==> src/rtl/cdt_pkg.sv <==
// Package: shared field layout and constants of the down-counting timer.
// Assumes a control register of 8 meaningful bits and four tick sources.
package cdt_pkg;
    localparam int SRC_FW  = 2;               // source select field width
    localparam int PRE_FW  = 3;               // prescale code field width
    localparam int NUM_SRC = 1 << SRC_FW;     // selectable tick sources
    localparam int CTL_W   = 8;               // meaningful control bits

    localparam int BIT_RUN  = 0;
    localparam int BIT_LOAD = 1;
    localparam int BIT_SRC  = 2;
    localparam int BIT_PRE  = 4;
    localparam int BIT_ONCE = 7;

    localparam int OFS_MASK   = 'h00;
    localparam int OFS_STAT   = 'h04;
    localparam int WIN_BASE   = 'h10;
    localparam int WIN_STRIDE = 'h10;
    localparam int SLOT_CTL   = 'h0;
    localparam int SLOT_IVL   = 'h4;
    localparam int SLOT_CNT   = 'h8;

    typedef struct packed {
        logic              once;
        logic [PRE_FW-1:0] pre;
        logic [SRC_FW-1:0] src;
        logic              run;
    } ctl_t;

    // Build the software view of a control register; the load bit reads 0.
    function automatic logic [CTL_W-1:0] ctl_view(input ctl_t c);
        return {c.once, c.pre, c.src, 1'b0, c.run};
    endfunction
endpackage

==> src/rtl/cdt_prescale.sv <==
// Module: picks one tick source and divides it by 2^pre.
// Assumes the tick inputs are one-cycle strobes in the clk domain.
// The phase counter only advances while the channel runs, and clr restarts it.
module cdt_prescale
    import cdt_pkg::*;
(
    input  logic               clk,
    input  logic               rst_n,
    input  logic [NUM_SRC-1:0] src_tick,
    input  logic [SRC_FW-1:0]  sel,
    input  logic [PRE_FW-1:0]  pre,
    input  logic               clr,
    input  logic               run,
    output logic               src_hit,
    output logic               div_hit
);
    localparam int DIV_W = (1 << PRE_FW) - 1;

    logic [DIV_W-1:0] phase_q;
    logic [DIV_W:0]   pow2;
    logic [DIV_W-1:0] mask;

    // Compute the selected strobe and the divided pulse.
    always_comb begin
        src_hit = src_tick[sel];
        pow2    = (DIV_W+1)'(1) << pre;
        mask    = DIV_W'(pow2 - (DIV_W+1)'(1));
        div_hit = run && src_hit && ((phase_q & mask) == mask);
    end

    // Advance the divider phase on each selected tick while running.
    always_ff @(posedge clk) begin
        if (!rst_n)
            phase_q <= '0;
        else if (clr)
            phase_q <= '0;
        else if (run && src_hit)
            phase_q <= phase_q + DIV_W'(1);
    end
endmodule

==> src/rtl/cdt_channel.sv <==
// Module: one down-counting channel with its control, interval and count.
// Assumes at most one register write per cycle. A control write takes
// priority over counting in its own cycle. A stop request takes effect
// after SYNC_TICKS selected source ticks, while start and one-shot stop
// take effect at once.
module cdt_channel
    import cdt_pkg::*;
#(
    parameter int CNT_W      = 32,
    parameter int SYNC_TICKS = 2
) (
    input  logic               clk,
    input  logic               rst_n,
    input  logic               ctl_we,
    input  logic               ivl_we,
    input  logic [CNT_W-1:0]   wdata,
    input  logic [NUM_SRC-1:0] src_tick,
    output logic [CTL_W-1:0]   ctl_rd,
    output logic [CNT_W-1:0]   ivl_q,
    output logic [CNT_W-1:0]   cnt_q,
    output logic               expire,
    output logic               run_q,
    output logic               en_bit,
    output logic               once_bit,
    output logic               tick_now
);
    localparam int SYNC_W = $clog2(SYNC_TICKS + 1);

    ctl_t              ctl_q;
    logic              pend_q;
    logic [SYNC_W-1:0] scnt_q;
    logic              start, load, src_hit, at_end, sync_done;

    // Decode this cycle's control write and the expiry condition.
    always_comb begin
        start     = ctl_we && wdata[BIT_RUN];
        load      = ctl_we && wdata[BIT_LOAD];
        at_end    = (cnt_q[CNT_W-1:1] == '0);
        expire    = run_q && tick_now && at_end && !ctl_we;
        sync_done = pend_q && src_hit && (scnt_q == SYNC_W'(SYNC_TICKS - 1));
        ctl_rd    = ctl_view(ctl_q);
        en_bit    = ctl_q.run;
        once_bit  = ctl_q.once;
    end

    cdt_prescale u_pre (
        .clk      (clk),
        .rst_n    (rst_n),
        .src_tick (src_tick),
        .sel      (ctl_q.src),
        .pre      (ctl_q.pre),
        .clr      (start || load),
        .run      (run_q),
        .src_hit  (src_hit),
        .div_hit  (tick_now)
    );

    // Hold the control fields; a one-shot expiry drops the enable bit.
    always_ff @(posedge clk) begin
        if (!rst_n)
            ctl_q <= '0;
        else if (ctl_we)
            ctl_q <= '{once: wdata[BIT_ONCE],
                       pre:  wdata[BIT_PRE +: PRE_FW],
                       src:  wdata[BIT_SRC +: SRC_FW],
                       run:  wdata[BIT_RUN]};
        else if (expire && ctl_q.once)
            ctl_q.run <= 1'b0;
    end

    // Hold the interval value.
    always_ff @(posedge clk) begin
        if (!rst_n)
            ivl_q <= '0;
        else if (ivl_we)
            ivl_q <= wdata;
    end

    // Load, reload, or decrement the count.
    always_ff @(posedge clk) begin
        if (!rst_n)
            cnt_q <= '0;
        else if (load)
            cnt_q <= ivl_q;
        else if (expire)
            cnt_q <= ctl_q.once ? '0 : ivl_q;
        else if (run_q && tick_now && !ctl_we)
            cnt_q <= cnt_q - CNT_W'(1);
    end

    // Track the effective run state and the deferred stop.
    always_ff @(posedge clk) begin
        if (!rst_n) begin
            run_q  <= 1'b0;
            pend_q <= 1'b0;
            scnt_q <= '0;
        end else if (ctl_we) begin
            scnt_q <= '0;
            if (start) begin
                run_q  <= 1'b1;
                pend_q <= 1'b0;
            end else if (run_q) begin
                pend_q <= 1'b1;
            end
        end else if (expire && ctl_q.once) begin
            run_q  <= 1'b0;
            pend_q <= 1'b0;
            scnt_q <= '0;
        end else if (sync_done) begin
            run_q  <= 1'b0;
            pend_q <= 1'b0;
            scnt_q <= '0;
        end else if (pend_q && src_hit) begin
            scnt_q <= scnt_q + SYNC_W'(1);
        end
    end
endmodule

==> src/rtl/cdt_top.sv <==
// Module: register decode, status and interrupt logic around NUM_CH channels.
// Assumes word-aligned byte offsets and a single-cycle bus. Reads are
// combinational from the address. CNT_W must exceed 8 and be at least NUM_CH.
module cdt_top
    import cdt_pkg::*;
#(
    parameter int NUM_CH     = 2,
    parameter int CNT_W      = 32,
    parameter int ADDR_W     = 8,
    parameter int SYNC_TICKS = 2
) (
    input  logic               clk,
    input  logic               rst_n,
    input  logic               bus_sel,
    input  logic               bus_we,
    input  logic [ADDR_W-1:0]  bus_addr,
    input  logic [CNT_W-1:0]   bus_wdata,
    output logic [CNT_W-1:0]   bus_rdata,
    input  logic [NUM_SRC-1:0] src_tick,
    output logic               irq
);
    logic                             wr;
    logic [NUM_CH-1:0]                ien_q, sts_q, clr_mask;
    logic [NUM_CH-1:0]                exp_v, run_v, en_v, os_v, div_v, cwe_v, iwe_v;
    logic [NUM_CH-1:0][CNT_W-1:0]     cnt_v, ivl_v;
    logic [NUM_CH-1:0][CTL_W-1:0]     ctl_v;

    // Qualify the bus write strobe.
    assign wr = bus_sel && bus_we;

    for (genvar g = 0; g < NUM_CH; g++) begin : g_ch
        localparam int BASE = WIN_BASE + WIN_STRIDE * g;

        assign cwe_v[g] = wr && (bus_addr == ADDR_W'(BASE + SLOT_CTL));
        assign iwe_v[g] = wr && (bus_addr == ADDR_W'(BASE + SLOT_IVL));

        cdt_channel #(
            .CNT_W      (CNT_W),
            .SYNC_TICKS (SYNC_TICKS)
        ) u_ch (
            .clk      (clk),
            .rst_n    (rst_n),
            .ctl_we   (cwe_v[g]),
            .ivl_we   (iwe_v[g]),
            .wdata    (bus_wdata),
            .src_tick (src_tick),
            .ctl_rd   (ctl_v[g]),
            .ivl_q    (ivl_v[g]),
            .cnt_q    (cnt_v[g]),
            .expire   (exp_v[g]),
            .run_q    (run_v[g]),
            .en_bit   (en_v[g]),
            .once_bit (os_v[g]),
            .tick_now (div_v[g])
        );
    end

    // Hold the interrupt mask.
    always_ff @(posedge clk) begin
        if (!rst_n)
            ien_q <= '0;
        else if (wr && bus_addr == ADDR_W'(OFS_MASK))
            ien_q <= bus_wdata[NUM_CH-1:0];
    end

    // Write-one-to-clear status, where a new expiry wins over a clear.
    always_comb clr_mask = (wr && bus_addr == ADDR_W'(OFS_STAT)) ? bus_wdata[NUM_CH-1:0] : '0;

    always_ff @(posedge clk) begin
        if (!rst_n)
            sts_q <= '0;
        else
            sts_q <= (sts_q & ~clr_mask) | exp_v;
    end

    // Combine masked status into the interrupt line.
    assign irq = |(sts_q & ien_q);

    // Select read data by offset; unmapped offsets read zero.
    always_comb begin
        bus_rdata = '0;
        if (bus_addr == ADDR_W'(OFS_MASK))
            bus_rdata = CNT_W'(ien_q);
        else if (bus_addr == ADDR_W'(OFS_STAT))
            bus_rdata = CNT_W'(sts_q);
        for (int i = 0; i < NUM_CH; i++) begin
            if (bus_addr == ADDR_W'(WIN_BASE + WIN_STRIDE * i + SLOT_CTL))
                bus_rdata = {{(CNT_W-CTL_W){1'b0}}, ctl_v[i]};
            else if (bus_addr == ADDR_W'(WIN_BASE + WIN_STRIDE * i + SLOT_IVL))
                bus_rdata = ivl_v[i];
            else if (bus_addr == ADDR_W'(WIN_BASE + WIN_STRIDE * i + SLOT_CNT))
                bus_rdata = cnt_v[i];
        end
    end
endmodule

==> config.mk <==
export PLATFORM = sky130hd
export DESIGN_NAME = cdt_top
export DESIGN_NICKNAME = d
export VERILOG_FILES = /design/src/rtl/cdt_pkg.sv /design/src/rtl/cdt_prescale.sv /design/src/rtl/cdt_channel.sv /design/src/rtl/cdt_top.sv
export SDC_FILE = /design/constraint.sdc
export NUM_CORES = 1
export LEC_CHECK = 0
export ABC_AREA = 1
export ABC_CLOCK_PERIOD_IN_PS = 2100
export BUFFER_PORTS_ARGS = -buffer_cell sky130_fd_sc_hd__buf_2
export CORE_MARGIN = 2
export CORE_UTILIZATION = 45
export DETAILED_ROUTE_END_ITERATION = 10
export GPL_ROUTABILITY_DRIVEN = 0
export SKIP_CTS_REPAIR_TIMING = 1
export SLEW_MARGIN = 5
export SYNTH_ARGS = -nofsm -noshare
export SYNTH_HDL_FRONTEND = slang
export SYNTH_SLANG_ARGS = --single-unit
==> constraint.sdc <==
create_clock -name clk -period 2.1 [get_ports clk]
set_input_delay 0.21 -clock clk [delete_from_list [all_inputs] [get_ports clk]]
set_output_delay 0.21 -clock clk [all_outputs]
set_load 0.01 [all_outputs]
# Yosys cells after proc, flatten, opt, wreduce, memory -nomap -nowiden

Index checks and enable logic that the tools add are counted.

Equal/unequal tests: 15
Bitwise gates (word level): 7
Mux-type cells: 39
Shifts and indexed selects: 2
Reduce and logical (&&, ||, !) cells: 51
Magnitude comparators: 2
Add/sub/neg operators: 8

Operators with widths:

| operator                                                                     | count |
|---|---|
| 32-bit two-way mux                                                           | 14 |
| 32-bit by 1-bit subtractor with 32-bit output, second input constant         | 2 |
| 31-bit zero test                                                             | 2 |
| 1-bit logical AND                                                            | 29 |
| 8-bit by 5-bit equality test with 1-bit output, second input constant        | 3 |
| 8-bit by 6-bit equality test with 1-bit output, second input constant        | 3 |
| 1-bit two-way mux                                                            | 20 |
| 7-bit by 1-bit adder with 7-bit output, second input constant                | 2 |
| 7-bit AND                                                                    | 2 |
| 7-bit equality test                                                          | 2 |
| 1-bit by 3-bit left shift with 7-bit output, first input constant            | 2 |
| 7-bit by 1-bit subtractor with 7-bit output, second input constant           | 2 |
| 3-bit nonzero test                                                           | 4 |
| 8-bit by 3-bit equality test with 1-bit output, second input constant        | 1 |
| 8-bit zero test                                                              | 1 |
| 2-bit AND reduction                                                          | 4 |
| 4-bit OR reduction                                                           | 2 |
| 2-bit by 3-bit less-than comparator with 1-bit output, second input constant | 2 |
| 2-bit two-way mux                                                            | 3 |
| 3-bit inequality test, second input constant                                 | 2 |
| 2-bit OR reduction                                                           | 3 |
| 2-bit by 1-bit adder with 2-bit output, second input constant                | 2 |
| 2-bit AND                                                                    | 2 |
| 1-bit binary-select mux with 2-bit select                                    | 2 |
| 8 further kinds                                                              | 13 |

Output and inout bits: 33
Logic and storage cells: 146
Flip-flop bits (word level): 168
Bits of input ports: 48

# Logic depth before layout (Yosys ltp)

Depth after elaboration: 11
Mapped depth: 15
Mapped depth without buffers: 15

# By module

A second synthesis with hierarchy kept.

Cells, all modules: 1753
Area total of the unflattened synthesis: 10933.0 um^2

Modules (own cells, without submodules):

| module       | sequential area each (um^2) | instances | cells an instance | area an instance (um^2) |
|---|---|---|---|---|
| cdt_channel  | 1501.4                      | 2         | 643               | 4152.7 |
| cdt_top      | 80.1                        | 1         | 271               | 1416.4 |
| cdt_prescale | 140.1                       | 2         | 98                | 605.6 |

# Worst setup path before layout

Ideal clock, no wire load.

Path kind: register to register
Start point: reg g_ch[1].u_ch.cnt_q[0]
End point: reg g_ch[1].u_ch.cnt_q[22]
Setup time: 0.128 ns
Stages on the path, launching flop included: 12
Period minus slack after synthesis: 1.693 ns
Path slack: 0.407 ns
Path buffers: 0
Arrival: 1.565 ns
Required time: 1.972 ns
Path through: dfxtp_1 -> inv_1 -> ha_1 -> nand2_1 -> nor2_4 -> nand3_1 -> nor2_2 -> nand2_1 -> nand3_1 -> o21ai_0 -> a21oi_1 -> nor2_1

Word-level cells in the longest chain between the ends: 4

RTL lines:

| what                                          | RTL line          | source |
|---|---|---|
| start: declaration                            | cdt_channel.sv:20 | `output logic [CNT_W-1:0] cnt_q,` |
| start signal: assignment                      | cdt_channel.sv:84 | `cnt_q <= ivl_q;` |
| start signal: assignment                      | cdt_channel.sv:86 | `cnt_q <= ctl_q.once ? '0 : ivl_q;` |
| start signal: assignment                      | cdt_channel.sv:88 | `cnt_q <= cnt_q - CNT_W'(1);` |
| 32-bit by 1-bit subtractor with 32-bit output | cdt_channel.sv:88 |  |
| 32-bit two-way mux                            | cdt_channel.sv:87 | `else if (run_q && tick_now && !ctl_we)` |
| 32-bit two-way mux                            | cdt_channel.sv:85 | `else if (expire)` |
| 32-bit two-way mux                            | cdt_channel.sv:83 | `else if (load)` |

No other way between the ends. The select of a mux whose other input is x is not followed.
A chain may end at the register's enable or synchronous reset.

# Worst setup path after layout

Start point: in bus_addr[0]
End point: out bus_rdata[9]

Word-level cells in the longest chain between the ends: 7
Elaborated cells on any way between the ends: 12
Those cells by class: 6 x eq/ne; 6 x mux

RTL lines:

| what                                           | RTL line      | source |
|---|---|---|
| start: declaration                             | cdt_top.sv:16 | `input logic [ADDR_W-1:0] bus_addr,` |
| 8-bit by 5-bit equality test with 1-bit output | cdt_top.sv:91 | `else if (bus_addr == ADDR_W'(WIN_BASE + WIN_STRIDE * i + SLOT_CNT))` |
| 32-bit two-way mux                             | cdt_top.sv:91 |  |
| 32-bit two-way mux                             | cdt_top.sv:89 | `else if (bus_addr == ADDR_W'(WIN_BASE + WIN_STRIDE * i + SLOT_IVL))` |
| 32-bit two-way mux                             | cdt_top.sv:87 | `if (bus_addr == ADDR_W'(WIN_BASE + WIN_STRIDE * i + SLOT_CTL))` |
| 32-bit two-way mux                             | cdt_top.sv:91 |  |
| 32-bit two-way mux                             | cdt_top.sv:89 |  |
| 32-bit two-way mux *                           | cdt_top.sv:87 |  |
| end: declaration                               | cdt_top.sv:18 | `output logic [CNT_W-1:0] bus_rdata,` |

Mark *: on every way between the ends. The rest lies on a longest branch, timed or not.

==> run_results.csv <==
group,metric,value,unit
synth,synth_area_leaders,"dfxtp_1 34%, nand2_1 10%, o21ai_0 7.8%",
setup_path,r2r-start,"g_ch[1].u_ch.cnt_q[7]",
detailed_routing,drtPass1Iterations,6,
sta,period_minus_slack,2.04,ns
cts,cts_root_buf,"clkbuf_16",
synth,synthMuxAreaShare,0,
synth,yosysMostFrequentCell,"nand2_1",
setup_path,r2r_setup_slack,0.15,ns
setup_path,cp.arrival,1.83,ns
synth,synth_common_cells,"271 x nand2_1, 189 x inv_1, 168 x dfxtp_1",
sta,relSlewSlack,0.655,
synth,synthFlopType,"dfxtp_1",
synth,ys_seq_area_frac,0.339,
cts,cts_buffer_depth,2,
sta,slew_viol_final,0,
global_routing,grt_max_degree,106,
min_path,min_delay_path_depth,3,
global_routing,antenna_found_initial,0,
synth,synthSimpleGateAreaFrac,0.280,
synth,async_flop_share,0,
synth,synth.distinct_cells,46,
synth,ys_warn_count,0,
synth,netlist_instances,1504,
sta,finalHoldViolCount,0,
sta,rsz0062_at_grt,"true",
setup_path,critPathMaxFanout,23,
final_layout,diodes,0,
synth,synth_top_family_by_area,"simple AND/OR/NAND/NOR gates",
run,max-cap-violations,0,
synth,synth_top_area_frac,0.339,
cts,htreeDepth,4,
setup_path,ff2ff_path_depth,11,
power,power_density,558,nW/µm²
setup_path,crit_type,"in -> out",
power,p_leak,5.35,nW
detailed_routing,vias_per_cell,5.51,
setup_path,critPathLaunch,"bus_addr[0]",
setup_path,cp-endpoint,"bus_rdata[9]",
setup_path,required,1.89,ns
cts,tritoncts,"done",
floorplan,start_util,0.457,
floorplan,row_count,54,
sta,fin_skew,0.0121,ns
synth,synth_compound_area_frac,0.225,
cts,insertion_delay,0.44,ns
global_routing,grt_pass1_wl,53200,µm
sta,whs,0.0783,ns
power,irDropWorstVdd,0.000433,V
detailed_routing,drtIter0Drc,888,
synth,syn_area,9910,µm²
synth,synth-xor-area-share,0.0354,
setup_path,crit_chain,"buf_2 -> inv_1 -> nand2_1 -> nor3_2 -> nand2_1 -> buf_4 -> o21ai_0 -> buf_2",
place,dpl_cell_area,11100,µm²
floorplan,die_w,152,µm
floorplan,ioPinCount,81,
sta,tightest_slew,0.516,ns
detailed_routing,ant_nets,0,
setup_path,end_kind,"primary output",
floorplan,die_area,23200,µm²
place,port_buffers,80,
final_layout,final_layout_size_suffix_gt1_frac,0.172,
setup_path,startpoint_type,"primary input",
synth,synth_fp_nets,1558,
synth,yosys.area.top_type,"dfxtp_1",
sta,timing.fmax,490,MHz
global_routing,globalRouteOverflowTotal,0,
setup_path,slowest_delay,0.41,ns
global_routing,grtUsageTotal,0.287,
synth,synth_fa_ha_area_frac,0.00758,
cts,cts.sinks,168,
global_routing,grt_pass1_vias,9917,
outcome,status,"completed",
detailed_routing,wirelength,34000,µm
final_layout,n_fill_cell,2168,
detailed_routing,avgRoutedWirePerCell,17.7,µm
detailed_routing,drc,0,
synth,avgSynthCellArea,6.59,µm²
min_path,hp-class,"in -> reg",
setup_path,regToRegEndpoint,"g_ch[1].u_ch.cnt_q[22]",
sta,finalSetupViolations,0,
floorplan,coreArea,21700,µm²
synth,synth_edf_count,0,
final_layout,nNetsFinal,1683,
sta,finalCritPeriodShare,0.971,
cts,clkSlewWorstSetupHoldPaths,0.07,ns
detailed_routing,vias,10600,
final_layout,area.growth.synth_to_final,18.5,%
synth,synth_seq_cells,168,
final_layout,fin_area,11700,µm²
final_layout,multiInputGateArea,5510,µm²
cts,cts_buffers,17,
final_layout,regArea,3360,µm²
setup_path,slowest_stage,"o21ai_0",
place,dp_hpwl,25800,µm
floorplan,dieHeight,152,µm
worst min path at each step:
stage	from	endpoint	slack (ns)
after detailed placement	g_ch[1].u_ch.u_pre.phase_q[6]	g_ch[1].u_ch.u_pre.phase_q[6]	0.46
after CTS	bus_wdata[17]	g_ch[0].u_ch.ivl_q[17]	0.07
after floorplan	bus_wdata[0]	g_ch[0].u_ch.ivl_q[0]	0.37
after global routing	bus_wdata[17]	g_ch[0].u_ch.ivl_q[17]	0.08
after global placement	g_ch[1].u_ch.ivl_q[11]	g_ch[1].u_ch.ivl_q[11]	0.45
final	bus_wdata[17]	g_ch[0].u_ch.ivl_q[17]	0.08
worst max-delay path, delay by kind of cell:
family          cells  cell delay (ns)
buf+inv             4             0.61
simple gates        3             0.59
compound gates      1             0.41
stage by stage:
| step | cells | setup slack [ns] | TNS, ns | total power, W | util |
|---|---|---|---|---|---|
| floorplan | 1504 | 0.407 | 0 | 0.00341 | - |
| global route | 1922 | -0.00836 | -0.0134 | 0.00674 | 0.541 |
| CTS | 1916 | -0.0303 | -0.0303 | 0.00658 | 0.536 |
| global placement | 1884 | -0.00967 | -0.00967 | 0.00355 | 0.511 |
| finish | 1922 | 0.0603 | 0 | 0.00656 | 0.541 |
| detailed placement | 1884 | -0.0185 | -0.0185 | 0.00355 | 0.511 |
state kept, by name, summed over array words and instances, names as in the netlist, 4 cells and up:
register,cells
g_ch.u_ch.ctl_rd,10
g_ch.u_ch.u_pre.phase_q,14
g_ch.u_ch.cnt_q,64
g_ch.u_ch.scnt_q,4
g_ch.u_ch.ivl_q,64
area by class of cell:
class	count	area share
Multi-Input combinational cell	1069	0.469
Sequential cell	168	0.286
Timing Repair Buffer	173	0.103
Inverter	200	0.0642
Clock buffer	19	0.0377
Tap cell	280	0.0298
Clock inverter	13	0.00927
cell usage in the layout, fill, tap and decap left out, drive strengths merged:
cell type    n
o2111ai      7
a31oi       34
ha           6
nand3      106
or2          7
nor2       165
nor3        16
o21ai      186
a21oi      139
a211oi       2
buf        173
clkinv       4
xnor2       10
and2         1
nand4       25
clkinvlp     3
o211ai       2
xor2        30
clkbuf      19
a22o         1
a21o         1
dfxtp      168
o22ai       32
nand2      284
inv        206
a21boi       2
o21bai       3
nor3b        5
nand3b       1
o221ai       2
a31o         2
power by group:
group	internal, W	leakage [nW]	switching, W	total [W]
combinational	0.0000966	3.73	0.000200	0.000296
sequential	0.00319	1.35	0.00000259	0.00319
clock	0.00158	0.264	0.00149	0.00307
total	0.00486	5.35	0.00169	0.00656
metal layers:
metal / vias up / GRT usage / wire length [µm]
met3: 64 / 0.0455 / 2190
met4: 0 / 0.115 / 1110
met5: - / 0 / 0
met1: 4894 / 0.387 / 15300
met2: 392 / 0.462 / 15400
li1: 5248 / - / -
cell families after synthesis:
| logic type | count (synthesis) |
|---|---|
| compound gates | 413 |
| xor+xnor | 40 |
| fa+ha+maj | 6 |
| buf+inv | 267 |
| flops | 168 |
| simple gates | 610 |
Power figures use the tool's default switching activity.
